**config.mk**
```make
export PLATFORM = sky130hd
export DESIGN_NAME = spi_cmd_if
export DESIGN_NICKNAME = d
export VERILOG_FILES = /design/src/rtl/spi_cmd_pkg.sv /design/src/rtl/spi_cmd_sync.sv /design/src/rtl/spi_cmd_regs.sv /design/src/rtl/spi_cmd_ctrl.sv /design/src/rtl/spi_cmd_if.sv
export SDC_FILE = /design/constraint.sdc
export NUM_CORES = 1
export LEC_CHECK = 0
export ABC_AREA = 1
export BUFFER_PORTS_ARGS = -buffer_cell sky130_fd_sc_hd__buf_2
export CORE_MARGIN = 5
export CORE_UTILIZATION = 45
export DETAILED_ROUTE_END_ITERATION = 7
export SLEW_MARGIN = 20
export SYNTH_ARGS = -nofsm -noshare
export SYNTH_HDL_FRONTEND = slang
export SYNTH_SLANG_ARGS = --single-unit
export TNS_END_PERCENT = 100
```
**constraint.sdc**
```tcl
create_clock -name clk -period 2.8 [get_ports clk]
set_input_delay 0.14 -clock clk [delete_from_list [all_inputs] [get_ports clk]]
set_output_delay 0.14 -clock clk [all_outputs]
set_load 0.05 [all_outputs]
```
**src/rtl/spi_cmd_pkg.sv**
```systemverilog
package spi_cmd_pkg;

  localparam int unsigned AW    = 4;
  localparam int unsigned DW    = 8;
  localparam int unsigned DEPTH = 1 << AW;

  typedef enum logic [1:0] {
    ST_OP,
    ST_CNT,
    ST_WR,
    ST_TX
  } st_t;

  localparam logic [3:0] PFX_WR     = 4'h5;
  localparam logic [3:0] PFX_RD     = 4'h1;
  localparam logic [7:0] OP_RDATA   = 8'h01;
  localparam logic [7:0] OP_RDATAC  = 8'h03;
  localparam logic [7:0] OP_STOPC   = 8'h0F;
  localparam logic [7:0] OP_CALSELF = 8'hF0;
  localparam logic [7:0] OP_CALOFS  = 8'hF3;
  localparam logic [7:0] OP_CALGAIN = 8'hF4;
  localparam logic [7:0] OP_SYNC    = 8'hFC;
  localparam logic [7:0] OP_SLEEP   = 8'hFD;
  localparam logic [7:0] OP_RESET   = 8'hFE;

  // strobe vector bit positions
  localparam int unsigned SB_SELF  = 0;
  localparam int unsigned SB_OFS   = 1;
  localparam int unsigned SB_GAIN  = 2;
  localparam int unsigned SB_SYNC  = 3;
  localparam int unsigned SB_SLEEP = 4;
  localparam int unsigned NSTRB    = 5;

  function automatic logic [DW-1:0] reg_init(input int a);
    case (a)
      10:      reg_init = 8'h59;
      11, 12:  reg_init = 8'h55;
      default: reg_init = '0;
    endcase
  endfunction

endpackage

```
**src/rtl/spi_cmd_sync.sv**
```systemverilog
module spi_cmd_sync #(
  parameter int unsigned STAGES    = 2,
  parameter int unsigned TO_PULSES = 3
) (
  input  logic clk,
  input  logic rst,
  input  logic sclk,
  input  logic cs_n,
  input  logic din,
  input  logic pol,
  input  logic drdy,
  output logic samp_ev,
  output logic launch_ev,
  output logic din_s,
  output logic cs_hi,
  output logic fresh
);
  localparam int unsigned CW = $clog2(TO_PULSES + 1);

  logic [STAGES-1:0] sck_sr, cs_sr, di_sr;
  logic              sck_prev;
  logic [CW-1:0]     idle_q;
  logic              sck_s, rise, fall;

  always_ff @(posedge clk) begin
    if (rst) begin
      sck_sr   <= {STAGES{pol}};
      cs_sr    <= '1;
      di_sr    <= '0;
      sck_prev <= pol;
    end else begin
      sck_sr   <= {sck_sr[STAGES-2:0], sclk};
      cs_sr    <= {cs_sr[STAGES-2:0], cs_n};
      di_sr    <= {di_sr[STAGES-2:0], din};
      sck_prev <= sck_sr[STAGES-1];
    end
  end

  assign sck_s     = sck_sr[STAGES-1];
  assign rise      = sck_s & ~sck_prev;
  assign fall      = ~sck_s & sck_prev;
  assign samp_ev   = pol ? rise : fall;
  assign launch_ev = pol ? fall : rise;
  assign din_s     = di_sr[STAGES-1];
  assign cs_hi     = cs_sr[STAGES-1];

  // inactivity counter in data-ready pulses
  always_ff @(posedge clk) begin
    if (rst || cs_hi || rise || fall) begin
      idle_q <= '0;
    end else if (drdy && (idle_q != CW'(TO_PULSES))) begin
      idle_q <= idle_q + 1'b1;
    end
  end

  assign fresh = (idle_q == CW'(TO_PULSES));

endmodule

```
**src/rtl/spi_cmd_regs.sv**
```systemverilog
module spi_cmd_regs
  import spi_cmd_pkg::*;
#(
  parameter int unsigned RO_BASE   = 13,
  parameter int unsigned CTRL_ADDR = 2,
  localparam int unsigned RO_N     = DEPTH - RO_BASE
) (
  input  logic               clk,
  input  logic               rst,
  input  logic               init,
  input  logic               we,
  input  logic [AW-1:0]      waddr,
  input  logic [DW-1:0]      wdata,
  input  logic               ld,
  input  logic [RO_N*DW-1:0] ld_word,
  input  logic [AW-1:0]      raddr,
  output logic [DW-1:0]      rdata,
  output logic [DW-1:0]      ctrl_q
);
  logic [DW-1:0] rf [DEPTH];

  for (genvar i = 0; i < DEPTH; i++) begin : g_ent
    if (i >= RO_BASE) begin : g_ro
      localparam int unsigned SL = (RO_N - 1 - (i - RO_BASE)) * DW;
      always_ff @(posedge clk) begin
        if (rst || init)  rf[i] <= reg_init(i);
        else if (ld)      rf[i] <= ld_word[SL +: DW];
      end
    end else begin : g_rw
      always_ff @(posedge clk) begin
        if (rst || init)                    rf[i] <= reg_init(i);
        else if (we && (waddr == AW'(i)))   rf[i] <= wdata;
      end
    end
  end

  assign rdata  = rf[raddr];
  assign ctrl_q = rf[CTRL_ADDR];

endmodule

```
**src/rtl/spi_cmd_ctrl.sv**
```systemverilog
module spi_cmd_ctrl
  import spi_cmd_pkg::*;
#(
  parameter int unsigned RO_BASE = 13,
  localparam int unsigned RO_N   = DEPTH - RO_BASE
) (
  input  logic             clk,
  input  logic             rst,
  input  logic             samp_ev,
  input  logic             launch_ev,
  input  logic             din_s,
  input  logic             cs_hi,
  input  logic             fresh,
  input  logic             order_lsb,
  input  logic [DW-1:0]    rdata,
  output logic [AW-1:0]    raddr,
  output logic             we,
  output logic [AW-1:0]    waddr,
  output logic [DW-1:0]    wdata,
  output logic             init,
  output logic [NSTRB-1:0] strb,
  output logic             dout,
  output logic             dout_oe
);
  st_t              st_q, st_b, st_d;
  logic [2:0]       bit_q, bit_b, bit_d;
  logic [DW-2:0]    sh_q, sh_d;
  logic [AW-1:0]    addr_q, addr_d, wa_d;
  logic [AW-1:0]    rem_q, rem_d;
  logic             isrd_q, isrd_d;
  logic             cont_q, cont_b, cont_d;
  logic [DW-1:0]    tx_q, tx_d, wd_d, rx;
  logic             dout_d, we_d, init_d;
  logic [NSTRB-1:0] strb_d;
  logic             byte_done;

  // a timed-out bus restarts from the opcode state at this edge
  assign st_b   = fresh ? ST_OP : st_q;
  assign bit_b  = fresh ? 3'd0 : bit_q;
  assign cont_b = fresh ? 1'b0 : cont_q;

  assign rx        = {sh_q, din_s};
  assign byte_done = samp_ev && (bit_b == 3'd7);

  always_comb begin
    st_d   = st_b;
    bit_d  = bit_b;
    sh_d   = sh_q;
    addr_d = addr_q;
    rem_d  = rem_q;
    isrd_d = isrd_q;
    cont_d = cont_b;
    tx_d   = tx_q;
    dout_d = dout;
    strb_d = '0;
    init_d = 1'b0;
    we_d   = 1'b0;
    wa_d   = addr_q;
    wd_d   = rx;
    raddr  = addr_q;

    if (samp_ev) begin
      sh_d  = {sh_q[DW-3:0], din_s};
      bit_d = bit_b + 3'd1;
    end

    if (launch_ev && (st_b == ST_TX)) begin
      dout_d = order_lsb ? tx_q[bit_b] : tx_q[3'd7 - bit_b];
    end

    if (byte_done) begin
      case (st_b)
        ST_OP: begin
          if (rx[7:4] == PFX_WR) begin
            addr_d = rx[3:0];
            isrd_d = 1'b0;
            st_d   = ST_CNT;
          end else if (rx[7:4] == PFX_RD) begin
            addr_d = rx[3:0];
            isrd_d = 1'b1;
            st_d   = ST_CNT;
          end else begin
            case (rx)
              OP_RDATA, OP_RDATAC: begin
                raddr  = AW'(RO_BASE);
                addr_d = AW'(RO_BASE);
                tx_d   = rdata;
                rem_d  = AW'(RO_N - 1);
                st_d   = ST_TX;
                cont_d = (rx == OP_RDATAC);
              end
              OP_STOPC:   cont_d = 1'b0;
              OP_CALSELF: strb_d[SB_SELF]  = 1'b1;
              OP_CALOFS:  strb_d[SB_OFS]   = 1'b1;
              OP_CALGAIN: strb_d[SB_GAIN]  = 1'b1;
              OP_SYNC:    strb_d[SB_SYNC]  = 1'b1;
              OP_SLEEP:   strb_d[SB_SLEEP] = 1'b1;
              OP_RESET:   init_d = 1'b1;
              default: ;
            endcase
          end
        end
        ST_CNT: begin
          rem_d = rx[3:0];
          if (isrd_q) begin
            tx_d = rdata;
            st_d = ST_TX;
          end else begin
            st_d = ST_WR;
          end
        end
        ST_WR: begin
          we_d   = 1'b1;
          addr_d = addr_q + 1'b1;
          if (rem_q == '0) st_d = ST_OP;
          else             rem_d = rem_q - 1'b1;
        end
        ST_TX: begin
          if (cont_b && (rx == OP_STOPC)) begin
            cont_d = 1'b0;
            st_d   = ST_OP;
          end else if (rem_q == '0) begin
            if (cont_b) begin
              raddr  = AW'(RO_BASE);
              addr_d = AW'(RO_BASE);
              tx_d   = rdata;
              rem_d  = AW'(RO_N - 1);
            end else begin
              st_d = ST_OP;
            end
          end else begin
            raddr  = addr_q + 1'b1;
            addr_d = addr_q + 1'b1;
            tx_d   = rdata;
            rem_d  = rem_q - 1'b1;
          end
        end
        default: st_d = ST_OP;
      endcase
    end
  end

  always_ff @(posedge clk) begin
    if (rst || cs_hi) begin
      st_q   <= ST_OP;
      bit_q  <= '0;
      sh_q   <= '0;
      addr_q <= '0;
      rem_q  <= '0;
      isrd_q <= 1'b0;
      cont_q <= 1'b0;
      tx_q   <= '0;
      dout   <= 1'b0;
      strb   <= '0;
      init   <= 1'b0;
      we     <= 1'b0;
      waddr  <= '0;
      wdata  <= '0;
    end else begin
      st_q   <= st_d;
      bit_q  <= bit_d;
      sh_q   <= sh_d;
      addr_q <= addr_d;
      rem_q  <= rem_d;
      isrd_q <= isrd_d;
      cont_q <= cont_d;
      tx_q   <= tx_d;
      dout   <= dout_d;
      strb   <= strb_d;
      init   <= init_d;
      we     <= we_d;
      waddr  <= wa_d;
      wdata  <= wd_d;
    end
  end

  assign dout_oe = (st_q == ST_TX);

endmodule

```
**src/rtl/spi_cmd_if.sv**
```systemverilog
module spi_cmd_if
  import spi_cmd_pkg::*;
#(
  parameter int unsigned SYNC_STAGES = 2,
  parameter int unsigned TO_PULSES   = 3,
  parameter int unsigned RO_BASE     = 13,
  parameter int unsigned CTRL_ADDR   = 2,
  parameter int unsigned ORDER_BIT   = 6,
  localparam int unsigned RO_N       = DEPTH - RO_BASE
) (
  input  logic               clk,
  input  logic               rst,
  input  logic               spi_sclk,
  input  logic               spi_cs_n,
  input  logic               spi_din,
  input  logic               spi_pol,
  input  logic               drdy,
  input  logic               conv_load,
  input  logic [RO_N*DW-1:0] conv_word,
  output logic               spi_dout,
  output logic               spi_dout_oe,
  output logic               cal_self,
  output logic               cal_offset,
  output logic               cal_gain,
  output logic               sync_pulse,
  output logic               sleep_pulse
);
  logic             samp_ev, launch_ev, din_s, cs_hi, fresh;
  logic [AW-1:0]    raddr, waddr;
  logic [DW-1:0]    rdata, wdata, ctrl_q;
  logic             we, init;
  logic [NSTRB-1:0] strb;

  spi_cmd_sync #(
    .STAGES   (SYNC_STAGES),
    .TO_PULSES(TO_PULSES)
  ) u_sync (
    .clk      (clk),
    .rst      (rst),
    .sclk     (spi_sclk),
    .cs_n     (spi_cs_n),
    .din      (spi_din),
    .pol      (spi_pol),
    .drdy     (drdy),
    .samp_ev  (samp_ev),
    .launch_ev(launch_ev),
    .din_s    (din_s),
    .cs_hi    (cs_hi),
    .fresh    (fresh)
  );

  spi_cmd_regs #(
    .RO_BASE  (RO_BASE),
    .CTRL_ADDR(CTRL_ADDR)
  ) u_regs (
    .clk    (clk),
    .rst    (rst),
    .init   (init),
    .we     (we),
    .waddr  (waddr),
    .wdata  (wdata),
    .ld     (conv_load),
    .ld_word(conv_word),
    .raddr  (raddr),
    .rdata  (rdata),
    .ctrl_q (ctrl_q)
  );

  spi_cmd_ctrl #(
    .RO_BASE(RO_BASE)
  ) u_ctrl (
    .clk      (clk),
    .rst      (rst),
    .samp_ev  (samp_ev),
    .launch_ev(launch_ev),
    .din_s    (din_s),
    .cs_hi    (cs_hi),
    .fresh    (fresh),
    .order_lsb(ctrl_q[ORDER_BIT]),
    .rdata    (rdata),
    .raddr    (raddr),
    .we       (we),
    .waddr    (waddr),
    .wdata    (wdata),
    .init     (init),
    .strb     (strb),
    .dout     (spi_dout),
    .dout_oe  (spi_dout_oe)
  );

  assign cal_self    = strb[SB_SELF];
  assign cal_offset  = strb[SB_OFS];
  assign cal_gain    = strb[SB_GAIN];
  assign sync_pulse  = strb[SB_SYNC];
  assign sleep_pulse = strb[SB_SLEEP];

endmodule

```
# Yosys cells after proc, flatten, opt, wreduce, memory -nomap -nowiden
# Memories as Yosys holds them, arrays and structs flattened.
# Index checks and enable logic that the tools add are counted.
dict set report totals {
  ramBits 128
  inputBits 32
  rom_bits 0
  latch_bits 0
  mem_count 1
  word_cells 245
  register_bits 59
}
dict set report op_classes {
  eq_ne 37
  n_div 0
  n_addsub 5
  n_reduce_logical 34
  muxes 125
  n_shift 0
  n_lt_le_gt_ge 2
  n_bitwise 22
  multipliers 0
}
# name depth word_bits rd rd_clocked_by_memory_dff write_ports line_no
set mem_list {}
lappend mem_list {u_regs.rf 16 8 2 0 16 spi_cmd_regs.sv:20} ;# logic [DW-1:0] rf [DEPTH];
# op count
set ops {}
lappend ops {{8-bit two-way mux} 23}
lappend ops {{1-bit two-way mux} 65}
lappend ops {{4-bit two-way mux} 16}
lappend ops {{8-bit == test, second input constant} 6}
lappend ops {{8-bit case mux with 3 select lines} 1}
lappend ops {{4-bit by 3-bit == test with 1-bit output, second input constant} 5}
lappend ops {{4-bit == test, second input constant} 5}
lappend ops {{2-bit two-way mux} 10}
lappend ops {{1-bit logical AND} 17}
lappend ops {{1-bit bitwise OR} 16}
lappend ops {{4-bit case mux with 4 select lines} 1}
lappend ops {{2-bit inequality test, second input constant} 6}
lappend ops {{4-bit case mux with 3 select lines} 1}
lappend ops {{2-bit == test, second input constant} 4}
lappend ops {{4-bit by 1-bit == test with 1-bit output, second input constant} 2}
lappend ops {{4-bit by 2-bit == test with 1-bit output, second input constant} 2}
lappend ops {{8-bit by 1-bit == test with 1-bit output, second input constant} 1}
lappend ops {{8-bit by 2-bit == test with 1-bit output, second input constant} 1}
lappend ops {{8-bit by 4-bit == test with 1-bit output, second input constant} 1}
lappend ops {{4-bit logical NOT} 2}
lappend ops {{3-bit by 4-bit less-than comparator with 1-bit output, second input constant} 2}
lappend ops {{2-bit case mux with 4 select lines} 1}
lappend ops {{4-bit case mux with 2 select lines} 1}
lappend ops {{8-bit AND reduction} 1}
lappend ops {{other kinds (23)} 35}

# Depth between registers and ports, before layout
# An unclocked memory read counts as a cell.
dict set report logic_depth {
  word_depth 12
  ltp_mapped 20
  depth_no_buf 18
}

# Hierarchy
# From an unflattened synthesis, not the netlist that was laid out.
dict set report unflattened {
  cells_unflattened 1187
  hier_area_um2 9500.4
}
# module instances area_per_inst_um2 cells_each seq_area_each_um2
set modules_own_cells {}
lappend modules_own_cells {spi_cmd_regs 1 6411.1 744 3843.7}
lappend modules_own_cells {spi_cmd_ctrl 1 2743.9 397 1001.0}
lappend modules_own_cells {spi_cmd_sync 1 345.3 46 180.2}

# Worst setup path before layout
# Ideal clock, no wire load.
dict set report synth_timing {
  path_kind {register to register}
  startpoint {reg u_sync.idle_q[0]}
  endpoint {reg u_ctrl.tx_q[0]}
  arrival_time_ns 2.694
  stages_incl_launch_ff 21
  path_slack_ns -0.003
  path_cell_list {dfxtp_1 -> ha_1 -> clkinv_1 -> nand2_1 -> clkbuf_1 -> inv_1 -> ha_1 -> ha_1 -> nand3_1 -> buf_2 -> nand2_1 -> buf_2 -> buf_2 -> nand3_1 -> nand2_1 -> nand2_1 -> nand3_1 -> nand3_1 -> nand3_1 -> nand2_1 -> inv_1}
}
dict set report synth_via {
  elab_chain_len 12
  word_cells_on_any_way 32
  cone_classes {10 x eq/ne; 16 x mux; 5 x reduce/logical; 1 x memory}
}
# item line_no
set synth_lines {}
lappend synth_lines {{start, declared} spi_cmd_sync.sv:22} ;# logic [CW-1:0] idle_q;
lappend synth_lines {{start signal, assigned} spi_cmd_sync.sv:52} ;# idle_q <= idle_q + 1'b1;
lappend synth_lines {{2-bit == test (*)} spi_cmd_sync.sv:56} ;# assign fresh = (idle_q == CW'(TO_PULSES));
lappend synth_lines {{1-bit two-way mux} spi_cmd_ctrl.sv:40} ;# assign cont_b = fresh ? 1'b0 : cont_q;
lappend synth_lines {{4-bit two-way mux} spi_cmd_ctrl.sv:123} ;# if (cont_b) begin
lappend synth_lines {{4-bit two-way mux} --}
lappend synth_lines {{4-bit two-way mux} spi_cmd_ctrl.sv:119} ;# if (cont_b && (rx == OP_STOPC)) begin
lappend synth_lines {{4-bit case mux with 2 select lines} spi_cmd_ctrl.sv:72} ;# case (st_b)
lappend synth_lines {{4-bit two-way mux} spi_cmd_ctrl.sv:71} ;# if (byte_done) begin
lappend synth_lines {{memory 16 x 8 bit} --}
lappend synth_lines {{8-bit two-way mux, on equally long branches} {spi_cmd_ctrl.sv:123, spi_cmd_ctrl.sv:83}}
lappend synth_lines {{8-bit two-way mux, on equally long branches} {spi_cmd_ctrl.sv:122, spi_cmd_ctrl.sv:78}}
lappend synth_lines {{8-bit two-way mux, on equally long branches} {spi_cmd_ctrl.sv:119, spi_cmd_ctrl.sv:74}}
lappend synth_lines {{8-bit case mux with 3 select lines} spi_cmd_ctrl.sv:72}
lappend synth_lines {{end signal, assigned} spi_cmd_ctrl.sv:167} ;# tx_q <= tx_d;
lappend synth_lines {{end, declared} spi_cmd_ctrl.sv:32} ;# logic [DW-1:0] tx_q, tx_d, wd_d, rx;
# Every way passes the cells marked *; elsewhere a longest branch is shown, timed or not. The select of a mux whose other input is x is not followed.
# A chain may end at the register's enable or synchronous reset.

# Final worst setup path
dict set report layout_timing {
  startpoint {reg u_sync.idle_q[0]}
  endpoint {reg u_ctrl.tx_q[7]}
}
# Same word-level chain as after synthesis.

==> impl_metrics.toml <==
[grt]
grt_pass1_wl_microns = 40200
grt-busiest-layer = "met2"
grt_overflow = 0
gr-usage-met2 = 0.331
met3_usage = 0.0427
grtUsageTotal = 0.216
grt_antenna_before_repair = 0
grt_max_degree = 48
grt_use_met1 = 0.305
grt_pass1_vias = 7284

[detailed_routing]
vias = 7850
drt_iter0_drc = 835
wl_microns = 26100
drcViolationCount = 0
viasPerCell = 5.32
drtAntennaViolNets = 0
firstDrtPassIters = 5
wl_per_cell_microns = 17.7

[clocking]
cts_num_sinks = 187
cts_tree = "done"
htree_levels = 4
root_buffer = "clkbuf_16"
cts_buffers = 17
clockBufferDepth = 2
clock_latency_ns = 0.44
path_clk_slew_ns = 0.07

[power]
seq_power_share = 0.526
netSwitchingPower_mw = 1.29
clock_power_share = 0.430
peakVddDrop_mv = 0.425
power.leakage_nw = 4.61
comb_power_share = 0.044
p_per_area_mw_per_mm2 = 530
switching_share = 0.223
p_int_mw = 4.50

[logic_synthesis]
async_flop_share = 0
synth_nets = 1171
synth_commonest_cells = "nand2_1, inv_1, nand3_1"
synth.most_common_cell = "nand2_1"
synth_edf_count = 128
synthDistinctLibCells = 43
synth_top_cells_by_area = "edfxtp_1, dfxtp_1, nand3_1, nand2_1, inv_1"
synth.top_cell.area_share = 0.411
ys_seq_area_frac = 0.538
syn_avg_cell_area_sq_um = 8.29
syn-cell-area_sq_mm = 0.00935
yosys_warnings = 0
ys_ff_latch = 187
synth_flop_cell = "edfxtp_1"
syn-instance-count = 1128
yosys.area.top_type = "edfxtp_1"

[hold_path]
hold_depth = 3
hp-class = "primary input to flip-flop"

[setup_path]
arrival_ns = 3.03
max_stage_delay_ns = 0.32
critPathTopFamily = "simple AND/OR/NAND/NOR gates"
worst-path-stages = 19
cpMaxStageDelayCell = "dfxtp_1"
path_cells = "ha_1 -> inv_2 -> buf_4 -> nand2_1 -> ha_1 -> inv_1 -> nand3_2 -> buf_12 -> nor2_2 -> nor2_2 -> nor2_4 -> buf_12 -> clkbuf_16 -> nand3_1 -> nand3_1 -> nand3_1 -> nand3_1 -> nand2_1 -> inv_1"
critical_path_buf_inv_count = 7
cp-start-kind = "flip-flop"
r2r_cells = 19
critical_path.max_fanout = 16
crit_required_ns = 3.19
critPathKind = "flip-flop to flip-flop"
critPathCaptureType = "flip-flop"
cp_common_cell = "nand3_1"

[final_layout]
nets = 1236
antennaDiodeCount = 0
final_layout_size_suffix_gt1_frac = 0.121
syn2layout_area_growth_pct = 16.9

[flow_run]
maxCapViolCount = 0

[floorplanning]
core_area_sq_mm = 0.0204
dieWidth_microns = 154
num_rows = 52
ios = 39
die_y_microns = 154
initial_utilization = 0.459
die_area_sq_mm = 0.0238

[timing]
fin_setup_tns_ns = 0
period_needed_ns = 2.64
worst_pin_slew_ns = 0.836
slew_violations = 0
relSlewSlack = 0.441
setup_viol = 0
hold_slack_ns = 0.00444
finalHoldViolCount = 0
finalClockSkew_ns = 0.00856
fin_crit_sh = 0.944
rsz0062_at_grt = "false"
fmax_ghz = 0.379

[placement]
place.gp.congestion = 0.935
portBuffers = 38
dp_hpwl_microns = 17400

[outcome]
status = "finished clean"
-- worst paths after layout --
kind	start	end	slack [ns]
worst min-delay path	conv_word[13]	u_regs.rf[14][5]$_SDFFCE_PN0P_	0.004
worst max register to register	u_sync.idle_q[0]$_SDFFE_PP0P_	u_ctrl.tx_q[7]$_SDFFE_PP0P_	0.16
worst max-delay path	u_sync.idle_q[0]$_SDFFE_PP0P_	u_ctrl.tx_q[7]$_SDFFE_PP0P_	0.16
worst min register to register	u_sync.di_sr[0]$_SDFF_PP0_	u_sync.di_sr[1]$_SDFF_PP0_	0.41
-- routing by layer --
layer	up-vias	share of wire
met5	-	0
met4	0	0.030
met3	52	0.076
met2	321	0.46
met1	3679	0.44
li1	3798	-
-- placed cells by master, fill, tap and decap left out, drive strengths merged, types with 2 or more instances in the layout --
| cell type | n |
|---|---|
| inv | 197 |
| nand2 | 191 |
| nand3 | 175 |
| nor2 | 168 |
| edfxtp | 128 |
| buf | 77 |
| dfxtp | 59 |
| o21ai | 40 |
| a21oi | 38 |
| nand3b | 24 |
| clkbuf | 24 |
| dlygate4sd3 | 17 |
| ha | 11 |
| nand4 | 8 |
| nor3 | 7 |
| clkinv | 5 |
| nor4 | 4 |
| xor2 | 4 |
| or2 | 4 |
| a221oi | 4 |
| o211ai | 4 |
| o31ai | 3 |
| a211oi | 2 |
| a31oi | 2 |
-- power by group through the flow --
stage	Clock [mW]	Sequential, mW	Combinational [mW]
6_report	2.49	3.05	0.256
5_1_grt	2.64	3.06	0.285
4_1_cts	2.50	3.05	0.251
3_5_place_dp	0	3.11	0.231
3_3_place_gp	0	3.11	0.231
2_1_floorplan	0	3.10	0.153
-- sequential cells by signal, indices dropped and copies added, names as in the netlist --
name and count:
u_regs.rf 128, u_ctrl.tx_q 8, u_ctrl.wdata 8, u_ctrl.sh_q 7, u_ctrl.strb 5, u_ctrl.addr_q 4
u_ctrl.rem_q 4, u_ctrl.waddr 4, u_ctrl.bit_q 3, u_ctrl.st_q 2, u_sync.cs_sr 2, u_sync.di_sr 2
u_sync.idle_q 2, u_sync.sck_sr 2, u_ctrl.cont_q 1, u_ctrl.dout 1, u_ctrl.init 1, u_ctrl.isrd_q 1
u_ctrl.we 1, u_sync.sck_prev 1
-- worst register-to-register path, stage by stage (launching register included) --
cell and delay [ns]:
dfxtp_1 0.32, ha_1 0.20, inv_2 0.08, buf_4 0.12, nand2_1 0.07, ha_1 0.30
inv_1 0.08, nand3_2 0.12, buf_12 0.16, nor2_2 0.15, nor2_2 0.07, nor2_4 0.14
buf_12 0.13, clkbuf_16 0.17, nand3_1 0.08, nand3_1 0.10, nand3_1 0.10, nand3_1 0.10
nand2_1 0.05, inv_1 0.04
-- per-stage QoR --
| stage | utilization | std cells | area, sq um | total power [mW] | setup WS (ns) |
|---|---|---|---|---|---|
| global route | 0.536 | 1476 | 10900 | 5.98 | 0.00455 |
| detailed placement | 0.490 | 1423 | 9970 | 3.34 | 0.106 |
| finish | 0.536 | 1476 | 10900 | 5.80 | 0.158 |
| global placement | 0.490 | 1423 | 9970 | 3.34 | 0.132 |
| floorplan | - | 1128 | 9350 | 3.25 | 0.0955 |
| CTS | 0.528 | 1472 | 10700 | 5.81 | 0.0564 |
-- final cells by class --
type                       count  area [sq um]
tap                          270           338
clock buffer                  21           503
multi-input combinational    698          3410
timing repair buffer          97           831
sequential                   187          5020
clock inverter                11          98.8
inverter                     192           721
fill                        1936          9440
-- cell families (layout without fill, tap and decap cells) --
| logic type | count (synthesis) | after routing | share of synthesized area |
|---|---|---|---|
| DFF | 187 | 187 | 0.538 |
| buffers and inverters | 243 | 321 | 0.104 |
| xor gates and xnor gates | 5 | 5 | 0.00468 |
| adders and majority gates | 11 | 11 | 0.0147 |
| and+or+nand+nor | 582 | 582 | 0.277 |
| AOI/OAI and AO/OA | 100 | 100 | 0.0612 |
-- what timing repair did --
item / in CTS / in global routing
hold buffers: 17 / 0
hold endpoints to repair: 16 / 0
endpoints found under the setup margin: 0 / 8
setup buffers: 0 / 1
resized for setup: 0 / 22
No activity file was read; power rests on OpenSTA's default activity.
